<file path="config.mk">
export PLATFORM = sky130hd
export DESIGN_NAME = rc_triple_seq
export DESIGN_NICKNAME = d
export VERILOG_FILES = /design/src/rtl/rc_triple_pkg.sv /design/src/rtl/rc_ratio_div.sv /design/src/rtl/rc_seq_ctrl.sv /design/src/rtl/rc_triple_seq.sv
export SDC_FILE = /design/constraint.sdc
export NUM_CORES = 1
export LEC_CHECK = 0
export BUFFER_PORTS_ARGS = -buffer_cell sky130_fd_sc_hd__buf_2
export CORE_MARGIN = 4
export CORE_UTILIZATION = 55
export CTS_CLUSTER_SIZE = 20
export DETAILED_ROUTE_END_ITERATION = 8
export GPL_TIMING_DRIVEN = 0
export PLACE_DENSITY = 0.71
export SLEW_MARGIN = 20
export SYNTH_ARGS = -nofsm -noshare
export SYNTH_HDL_FRONTEND = slang
export SYNTH_SLANG_ARGS = --single-unit
</file>
<file path="constraint.sdc">
create_clock -name clk -period 16.9 [get_ports clk]
set_input_delay 0.845 -clock clk [delete_from_list [all_inputs] [get_ports clk]]
set_output_delay 0.845 -clock clk [all_outputs]
set_load 0.02 [all_outputs]
</file>
<file path="src/rtl/rc_triple_pkg.sv">
package rc_triple_pkg;

    typedef enum logic [2:0] {
        ST_IDLE,
        ST_ARM,
        ST_KICK,
        ST_WAIT,
        ST_DIVGO,
        ST_DIVWAIT,
        ST_DONE
    } seq_state_t;

    localparam logic [1:0] CFG_SERIES = 2'd0;
    localparam logic [1:0] CFG_SHUNT  = 2'd1;
    localparam logic [1:0] CFG_BOTH   = 2'd2;

endpackage

</file>
<file path="src/rtl/rc_ratio_div.sv">
module rc_ratio_div #(
    parameter int CW = 10,
    parameter int IW = 10,
    parameter int FW = 8
) (
    input  logic              clk,
    input  logic              rst_n,
    input  logic              go_i,
    input  logic [CW-1:0]     a_i,
    input  logic [CW-1:0]     b_i,
    input  logic [CW-1:0]     d_i,
    output logic              fin_o,
    output logic              ovf_o,
    output logic [IW+FW-1:0]  quo_o
);
    localparam int QW   = IW + FW;
    localparam int PW   = 2 * CW;
    localparam int NW   = PW + FW;
    localparam int CNTW = $clog2(QW + 1);

    logic [PW-1:0]   prod;
    logic [PW-1:0]   prod_hi;
    logic            bad;
    logic [CW-1:0]   rem_q;
    logic [QW-1:0]   sh_q;
    logic [QW-1:0]   quo_q;
    logic [CNTW-1:0] cnt_q;
    logic            active_q;
    logic            fin_q;
    logic            ovf_q;
    logic [CW:0]     trial;
    logic            take;

    // product of the first two counts, and its part above the integer field
    assign prod    = PW'(a_i) * PW'(b_i);
    assign prod_hi = prod >> IW;
    assign bad     = (d_i == '0) || (prod_hi >= PW'(d_i));

    // one restoring step per cycle
    assign trial = {rem_q, sh_q[QW-1]};
    assign take  = (trial >= {1'b0, d_i});

    always_ff @(posedge clk or negedge rst_n) begin
        if (!rst_n) begin
            rem_q    <= '0;
            sh_q     <= '0;
            quo_q    <= '0;
            cnt_q    <= '0;
            active_q <= 1'b0;
            fin_q    <= 1'b0;
            ovf_q    <= 1'b0;
        end else begin
            fin_q <= 1'b0;
            if (go_i) begin
                quo_q <= '0;
                if (bad) begin
                    ovf_q <= 1'b1;
                    fin_q <= 1'b1;
                end else begin
                    ovf_q    <= 1'b0;
                    rem_q    <= CW'(prod_hi);
                    sh_q     <= {prod[IW-1:0], {FW{1'b0}}};
                    cnt_q    <= CNTW'(QW);
                    active_q <= 1'b1;
                end
            end else if (active_q) begin
                rem_q <= take ? CW'(trial - {1'b0, d_i}) : CW'(trial);
                sh_q  <= sh_q << 1;
                quo_q <= {quo_q[QW-2:0], take};
                cnt_q <= cnt_q - 1'b1;
                if (cnt_q == CNTW'(1)) begin
                    active_q <= 1'b0;
                    fin_q    <= 1'b1;
                end
            end
        end
    end

    assign fin_o = fin_q;
    assign ovf_o = ovf_q;
    assign quo_o = quo_q;

    // invariant checks on the finished quotient
    logic [NW-1:0] num_chk;
    logic [NW-1:0] back_chk;
    assign num_chk  = {prod, {FW{1'b0}}};
    assign back_chk = NW'(quo_q) * NW'(d_i);

    a_r6_quotient_floor: assert property (@(posedge clk) disable iff (!rst_n)
        (fin_q && !ovf_q) |-> ((back_chk <= num_chk) && ((num_chk - back_chk) < NW'(d_i))));

    a_r7_zero_divisor: assert property (@(posedge clk) disable iff (!rst_n)
        (fin_q && d_i == '0) |-> ovf_q);

endmodule

</file>
<file path="src/rtl/rc_seq_ctrl.sv">
module rc_seq_ctrl
    import rc_triple_pkg::*;
#(
    parameter int CW = 10,
    parameter int QW = 18
) (
    input  logic          clk,
    input  logic          rst_n,
    input  logic          start_i,
    output logic          busy_o,
    output logic          done_o,
    output logic          sel_res_o,
    output logic          sel_cap_o,
    output logic          run_start_o,
    input  logic          run_done_i,
    input  logic          run_err_i,
    input  logic [CW-1:0] run_count_i,
    output logic [CW-1:0] n1_o,
    output logic [CW-1:0] n2_o,
    output logic [CW-1:0] n3_o,
    output logic          div_go_o,
    input  logic          div_fin_i,
    input  logic          div_ovf_i,
    input  logic [QW-1:0] div_quo_i,
    output logic [QW-1:0] ratio_o,
    output logic          err_o
);
    seq_state_t    state_q, state_d;
    logic [1:0]    cfg_q;
    logic          err_acc_q;
    logic          err_now;
    logic [CW-1:0] n1_q, n2_q, n3_q;
    logic [QW-1:0] ratio_q;
    logic          err_q;

    assign err_now = err_acc_q | run_err_i;

    // state register
    always_ff @(posedge clk or negedge rst_n) begin
        if (!rst_n) state_q <= ST_IDLE;
        else        state_q <= state_d;
    end

    // next state
    always_comb begin
        state_d = state_q;
        unique case (state_q)
            ST_IDLE:    if (start_i) state_d = ST_ARM;
            ST_ARM:     state_d = ST_KICK;
            ST_KICK:    state_d = ST_WAIT;
            ST_WAIT:    if (run_done_i) begin
                            if (cfg_q != CFG_BOTH) state_d = ST_ARM;
                            else if (err_now)      state_d = ST_DONE;
                            else                   state_d = ST_DIVGO;
                        end
            ST_DIVGO:   state_d = ST_DIVWAIT;
            ST_DIVWAIT: if (div_fin_i) state_d = ST_DONE;
            ST_DONE:    state_d = ST_IDLE;
            default:    state_d = ST_IDLE;
        endcase
    end

    // outputs
    always_comb begin
        busy_o      = (state_q != ST_IDLE);
        done_o      = (state_q == ST_DONE);
        run_start_o = (state_q == ST_KICK);
        div_go_o    = (state_q == ST_DIVGO);
        sel_res_o   = (cfg_q != CFG_SHUNT);
        sel_cap_o   = (cfg_q != CFG_SERIES);
    end

    // configuration index, latched counts and result
    always_ff @(posedge clk or negedge rst_n) begin
        if (!rst_n) begin
            cfg_q     <= CFG_SERIES;
            err_acc_q <= 1'b0;
            n1_q      <= '0;
            n2_q      <= '0;
            n3_q      <= '0;
            ratio_q   <= '0;
            err_q     <= 1'b0;
        end else begin
            if (state_q == ST_IDLE && start_i) begin
                cfg_q     <= CFG_SERIES;
                err_acc_q <= 1'b0;
            end
            if (state_q == ST_WAIT && run_done_i) begin
                err_acc_q <= err_now;
                unique case (cfg_q)
                    CFG_SERIES: n1_q <= run_count_i;
                    CFG_SHUNT:  n2_q <= run_count_i;
                    default:    n3_q <= run_count_i;
                endcase
                if (cfg_q != CFG_BOTH) begin
                    cfg_q <= cfg_q + 2'd1;
                end else if (err_now) begin
                    ratio_q <= '0;
                    err_q   <= 1'b1;
                end
            end
            if (state_q == ST_DIVWAIT && div_fin_i) begin
                ratio_q <= div_ovf_i ? '0 : div_quo_i;
                err_q   <= div_ovf_i;
            end
        end
    end

    assign n1_o    = n1_q;
    assign n2_o    = n2_q;
    assign n3_o    = n3_q;
    assign ratio_o = ratio_q;
    assign err_o   = err_q;

    a_r3_select_hold: assert property (@(posedge clk) disable iff (!rst_n)
        ((state_q == ST_KICK) || (state_q == ST_WAIT && !run_done_i))
            |=> $stable({sel_res_o, sel_cap_o}));

    a_r4_kick_pulse: assert property (@(posedge clk) disable iff (!rst_n)
        run_start_o |=> !run_start_o);

    a_r11_done_pulse: assert property (@(posedge clk) disable iff (!rst_n)
        done_o |=> (!done_o && !busy_o));

    a_r10_no_restart: assert property (@(posedge clk) disable iff (!rst_n)
        (busy_o && !done_o) |=> busy_o);

endmodule

</file>
<file path="src/rtl/rc_triple_seq.sv">
module rc_triple_seq #(
    parameter int CW = 10,
    parameter int IW = 10,
    parameter int FW = 8
) (
    input  logic             clk,
    input  logic             rst_n,
    input  logic             start_i,
    output logic             busy_o,
    output logic             done_o,
    output logic             sel_res_o,
    output logic             sel_cap_o,
    output logic             run_start_o,
    input  logic             run_done_i,
    input  logic             run_err_i,
    input  logic [CW-1:0]    run_count_i,
    output logic [CW-1:0]    cnt1_o,
    output logic [CW-1:0]    cnt2_o,
    output logic [CW-1:0]    cnt3_o,
    output logic [IW+FW-1:0] ratio_o,
    output logic             err_o
);
    localparam int QW = IW + FW;

    logic          div_go;
    logic          div_fin;
    logic          div_ovf;
    logic [QW-1:0] div_quo;

    rc_seq_ctrl #(.CW(CW), .QW(QW)) u_ctrl (
        .clk         (clk),
        .rst_n       (rst_n),
        .start_i     (start_i),
        .busy_o      (busy_o),
        .done_o      (done_o),
        .sel_res_o   (sel_res_o),
        .sel_cap_o   (sel_cap_o),
        .run_start_o (run_start_o),
        .run_done_i  (run_done_i),
        .run_err_i   (run_err_i),
        .run_count_i (run_count_i),
        .n1_o        (cnt1_o),
        .n2_o        (cnt2_o),
        .n3_o        (cnt3_o),
        .div_go_o    (div_go),
        .div_fin_i   (div_fin),
        .div_ovf_i   (div_ovf),
        .div_quo_i   (div_quo),
        .ratio_o     (ratio_o),
        .err_o       (err_o)
    );

    rc_ratio_div #(.CW(CW), .IW(IW), .FW(FW)) u_div (
        .clk   (clk),
        .rst_n (rst_n),
        .go_i  (div_go),
        .a_i   (cnt1_o),
        .b_i   (cnt2_o),
        .d_i   (cnt3_o),
        .fin_o (div_fin),
        .ovf_o (div_ovf),
        .quo_o (div_quo)
    );

endmodule

</file>
; ---- After elaboration in Yosys (flattened, before gate mapping)
; Index checks and enable logic that the tools add are counted.
[classes]
addsub = 3
n_mul = 1
magnitude_cmp = 2
n_eq_ne = 15
muxes = 40
bitwise = 2
reduce_logical = 20
[ops]
columns = cell, n
row1 = $mux W18, 10
row2 = $mux W10, 4
row3 = $mul A10 B10 Y20, 1
row4 = $pmux W3 S6, 1
row5 = $mux W5, 3
row6 = $mux W1, 14
row7 = $mux W3, 4
row8 = $ge A11 B10 Y1, 1
row9 = $ge A10 B10 Y1, 1
row10 = $logic_not A10 Y1, 1
row11 = $ne A2 B2 Y1 const B, 5
row12 = $reduce_bool A2 Y1, 5
row13 = $sub A10 B10 Y10, 1
row14 = $eq A3 B3 Y1 const B, 3
row15 = $mux W2, 4
row16 = $reduce_and A2 Y1, 4
row17 = $eq A3 B2 Y1 const B, 2
row18 = $reduce_and A3 Y1, 2
row19 = $eq A5 B1 Y1 const B, 1
row20 = $sub A5 B1 Y5 const B, 1
row21 = $ne A2 B1 Y1 const B, 2
row22 = $eq A3 B1 Y1 const B, 1
row23 = $logic_and A1 B1 Y1, 3
row24 = $logic_not A3 Y1, 1
row25 = 8 further kinds, 8
[word_totals]
register_bits = 109
inputBits = 15
out_inout_bits = 54
word_cells = 98

; ---- Depth between registers and ports, before layout
[logic_depth]
ltp_word = 5
depth_mapped = 29
mapped_depth_nobuf = 26

; ---- By module
; Synthesis repeated with hierarchy kept, for this count alone.
[unflattened]
cells_unflattened = 850
hier_area_um2 = 8548.2
[by_module_without_submodules]
columns = mod, n_inst, cells_per_inst, area_each_um2, seq_area_each_um2
row1 = rc_ratio_div, 1, 664, 6177.2, 1151.1
row2 = rc_seq_ctrl, 1, 186, 2371.0, 1376.3

; ---- Worst setup path before layout
; Ideal clock, no wire load.
[synth_path]
path_kind = reg2reg
start = reg u_ctrl.n1_q[0], in the netlist u_ctrl.n1_o[0]
end = reg u_div.rem_q[8]
t_arrival_ns = 6.625
required_time_ns = 16.817
path_slack_ns = 10.192
path_stages_with_launch = 27
synth_period_minus_slack_ns = 6.708
cell_sequence = dfrtp_1 -> clkbuf_1 -> nand2_1 -> fa_1 -> fa_1 -> inv_1 -> fa_1 -> fa_1 -> inv_1 -> fa_1 -> inv_1 -> ha_1 -> a21o_1 -> a31o_1 -> a21o_1 -> a221o_1 -> a31oi_1 -> xnor2_1 -> ha_1 -> a211oi_1 -> nor2_1 -> nor4_1 -> o21a_1 -> buf_2 -> o211ai_1 -> o32a_1 -> o21ai_0
[synth_between]
elab_chain_len = 5
word_cells_on_any_way = 7
cone_classes = mul (1) / order compare (1) / eq/ne (1) / mux (2) / reduce/logical (2)
[synth_rtl]
columns = item, line_no
row1 = "start, declared", rc_seq_ctrl.sv:32  ; logic [CW-1:0] n1_q, n2_q, n3_q;
row2 = "start signal, assigned", rc_seq_ctrl.sv:91  ; CFG_SERIES: n1_q <= run_count_i;
row3 = $mul A10 B10 Y20 (*), rc_ratio_div.sv:35  ; assign prod = PW'(a_i) * PW'(b_i);
row4 = $ge A10 B10 Y1, rc_ratio_div.sv:37  ; assign bad = (d_i == '0) || (prod_hi >= PW'(d_i));
row5 = $logic_or A1 B1 Y1, rc_ratio_div.sv:37
row6 = $ne A2 B2 Y1 (no source line), --
row7 = $reduce_and A2 Y1 (no source line), --
row8 = "end signal, assigned", rc_ratio_div.sv:61  ; rem_q <= CW'(prod_hi);
row9 = "end signal, assigned", rc_ratio_div.sv:67  ; rem_q <= take ? CW'(trial - {1'b0, d_i}) : CW'(trial);
row10 = "end, declared", rc_ratio_div.sv:24  ; logic [CW-1:0] rem_q;
; Every way passes the cells marked *; elsewhere a longest branch is shown, timed or not. The select of a mux whose other input is x is not followed.
; A chain may end at the register's enable or synchronous reset.

; ---- Worst setup path in the final report
[layout_path]
start = reg u_ctrl.n1_q[0], in the netlist u_ctrl.n1_o[0]
end = reg u_div.rem_q[0]
; Same word-level chain as after synthesis.

==> impl_metrics.toml <==
[layout]
drive_gt1_frac = 0.143
nets = 1055
final_cell_mix = "101 x dfrtp_1, 77 x nand2_1, 77 x inv_1, 77 x ha_1, 73 x buf_2"
fin_area_um2 = 9100
syn_to_final_growth_pct = 11.4
final_common_cell = "dfrtp_1"
antenna_cells = 0

[sta]
whs_ns = 0.402
worst_slew_pin_slew_ns = 0.775
clock_skew_ns = 0.00950
period_needed_ns = 7.59
rsz0062_at_grt = "no"
finalHoldViolations = 0
slew_violations = 0
fin_ws_ns = 9.31
fmax_ghz = 0.132
max-slew-margin-rel = 0.483
setup_viol_count_final = 0
fin_tns_setup_ns = 0
period_share = 0.449

[global_routing]
antenna_found_initial = 0
grt_pass1_vias = 6149
grt_usage = 0.228
grt_start_max_net_pins = 54
gr-max-usage-layer = "met2"
use_met1 = 0.344
gr-usage-met3 = 0.0348
grt_pass1_wl_um = 30500
met2_usage = 0.349
grt_overflow = 0

[route]
avgRoutedWirePerCell_um = 16.9
wirelength_um = 18400
viasPerCell = 5.71
drtPass1Iterations = 5
drtIter0Drc = 396
vias = 6217
drc = 0
antenna_left = 0

[synth]
syn_area_per_cell_um2 = 9.96
ys_seq_area_frac = 0.310
ys_ff_latch = 101
synth_warnings = 0
synth_cells = 820
synth-edff-count = 0
synth_nets = 975
synth_top_flop_cell = "dfrtp_1"
synthDistinctLibCells = 59
synth_async_sr_flop_share = 1.00
synth.cell_area_um2 = 8170

[worst_setup_path]
r2r_cells = 25
critPathKind = "reg -> reg"
worstPathRequired_ns = 17.12
crit_arrival_ns = 7.81
crit_path_start_kind = "flop"
reg2reg_to = "u_div.rem_q[0]"
reg2reg_slack_ns = 9.31
end_kind = "flop"
crit_fanout = 10
r2r_start = "u_ctrl.n1_o[0]"

[placed_design]
dp_hpwl_um = 14000
numPortBuffers = 68
place_ws_ns = 9.38
place_area_um2 = 8770
gp_congestion = 0.911

[run]
drv_cap = 0

[clock_network]
cts_buffers = 9
cts_tree = "yes"
worstSkewPairLatency_ns = 0.36
cts_root_buf = "clkbuf_16"
cts_buffer_depth = 2
hold_buffers = 0
postCtsResizedCells = 0
cts_sinks = 101
htreeDepth = 3
postCtsSetupBuffers = 0
cts.clk_slew.worst_paths_ns = 0.08

[die]
boundaryPins = 69
core_area_um2 = 14500
die_w_um = 130
rows = 44
start_util = 0.562
die_h_um = 130
dieArea_um2 = 16900

[hold_path]
hold_class = "in -> async"

[run_status]
status = "complete, no violations"
-- sequential cells by signal (all words and copies together), names as in the netlist, 2 cells and up --
signal,count
u_ctrl.ratio_o,18
u_div.quo_o,18
u_ctrl.n1_o,10
u_ctrl.n2_o,10
u_ctrl.n3_o,10
u_div.rem_q,10
u_div.sh_q,10
u_div.cnt_q,5
u_ctrl.state_q,3
u_ctrl.cfg_q,2
-- worst max-delay path by stage --
stage | start | end | slack [ns] | cells past startpoint
finish | u_ctrl.n1_o[0] | u_div.rem_q[0] | 9.31 | 25
global route | u_ctrl.n1_o[5] | u_div.sh_q[9] | 8.88 | 26
CTS | u_ctrl.n1_o[4] | u_div.sh_q[9] | 9.35 | 26
detailed placement | u_ctrl.n1_o[4] | u_div.rem_q[0] | 9.38 | 25
global placement | u_ctrl.n1_o[5] | u_div.rem_q[0] | 9.54 | 25
floorplan | u_ctrl.n1_o[0] | u_div.rem_q[8] | 10.19 | 26
-- logic make-up (layout without fill, tap and decap cells) --
kind of cell | count (synthesis) | count (layout) | synth area share
buffers and inverters | 120 | 205 | 0.0561
DFF | 101 | 101 | 0.310
muxes | 52 | 52 | 0.0685
and+or+nand+nor | 238 | 238 | 0.144
xor gates and xnor gates | 25 | 25 | 0.0268
AOI/OAI and AO/OA | 144 | 144 | 0.123
adders and majority gates | 140 | 140 | 0.272
-- per-layer routing --
layer	vias to the layer above	routed length (um)
met2	157	8130
met4	0	342
met5	-	0
met3	27	1090
met1	3084	8840
li1	2949	-
-- area by class of cell --
type | instances | area (um2)
Tap cell | 184 | 230
Clock buffer | 9 | 225
Multi-Input combinational cell | 599 | 5180
Buffer | 43 | 169
Timing Repair Buffer | 69 | 374
Sequential cell | 101 | 2530
Clock inverter | 7 | 100
Inverter | 77 | 289
Fill cell | 1303 | 5440
-- per-stage QoR --
step | util | cells
after floorplan | - | 820
after global placement | 0.601 | 1072
after detailed placement | 0.604 | 1073
after CTS | 0.626 | 1089
after global routing | 0.626 | 1089
final | 0.626 | 1089
-- Yosys cell counts (3+ instances only) --
master	instances	area, um2
mux2_2	31	349
o21a_1	8	60.1
a221o_1	3	30.0
o22ai_1	3	18.8
buf_2	6	30.0
nor2b_1	7	43.8
a211oi_1	9	67.6
clkbuf_1	36	135
xor2_1	8	70.1
mux2i_1	21	210
nor2_1	47	176
a31oi_1	12	75.1
o21ai_0	27	135
nand4_1	5	31.3
dfrtp_1	101	2530
a21oi_1	25	125
ha_1	77	963
nand2b_1	3	18.8
o211ai_1	5	37.5
xnor2_1	17	149
a21o_1	11	82.6
fa_1	63	1260
inv_1	77	289
nor4_1	6	37.5
and2_1	62	388
a22o_1	19	166
nor3_1	10	50.1
nand2_1	77	289
nand3_1	6	30.0
-- critical path, stage by stage, from the launching register on --
cell,delay (ns)
dfrtp_1,0.36
clkbuf_1,0.42
nand2_1,0.15
fa_1,0.54
fa_1,0.54
inv_1,0.05
fa_1,0.51
fa_1,0.55
inv_1,0.05
fa_1,0.41
inv_1,0.06
ha_1,0.28
a21o_1,0.24
a31o_1,0.25
a221oi_1,0.57
o21ai_0,0.23
a21oi_1,0.26
xnor2_1,0.15
ha_1,0.26
o21ai_0,0.15
nor2_1,0.06
nor4_1,0.34
o21ai_0,0.28
nand2_1,0.31
buf_2,0.27
o221ai_1,0.15
Power is not shown: default switching activity piles up to over one toggle a cycle in this logic, so the estimate is an artifact.
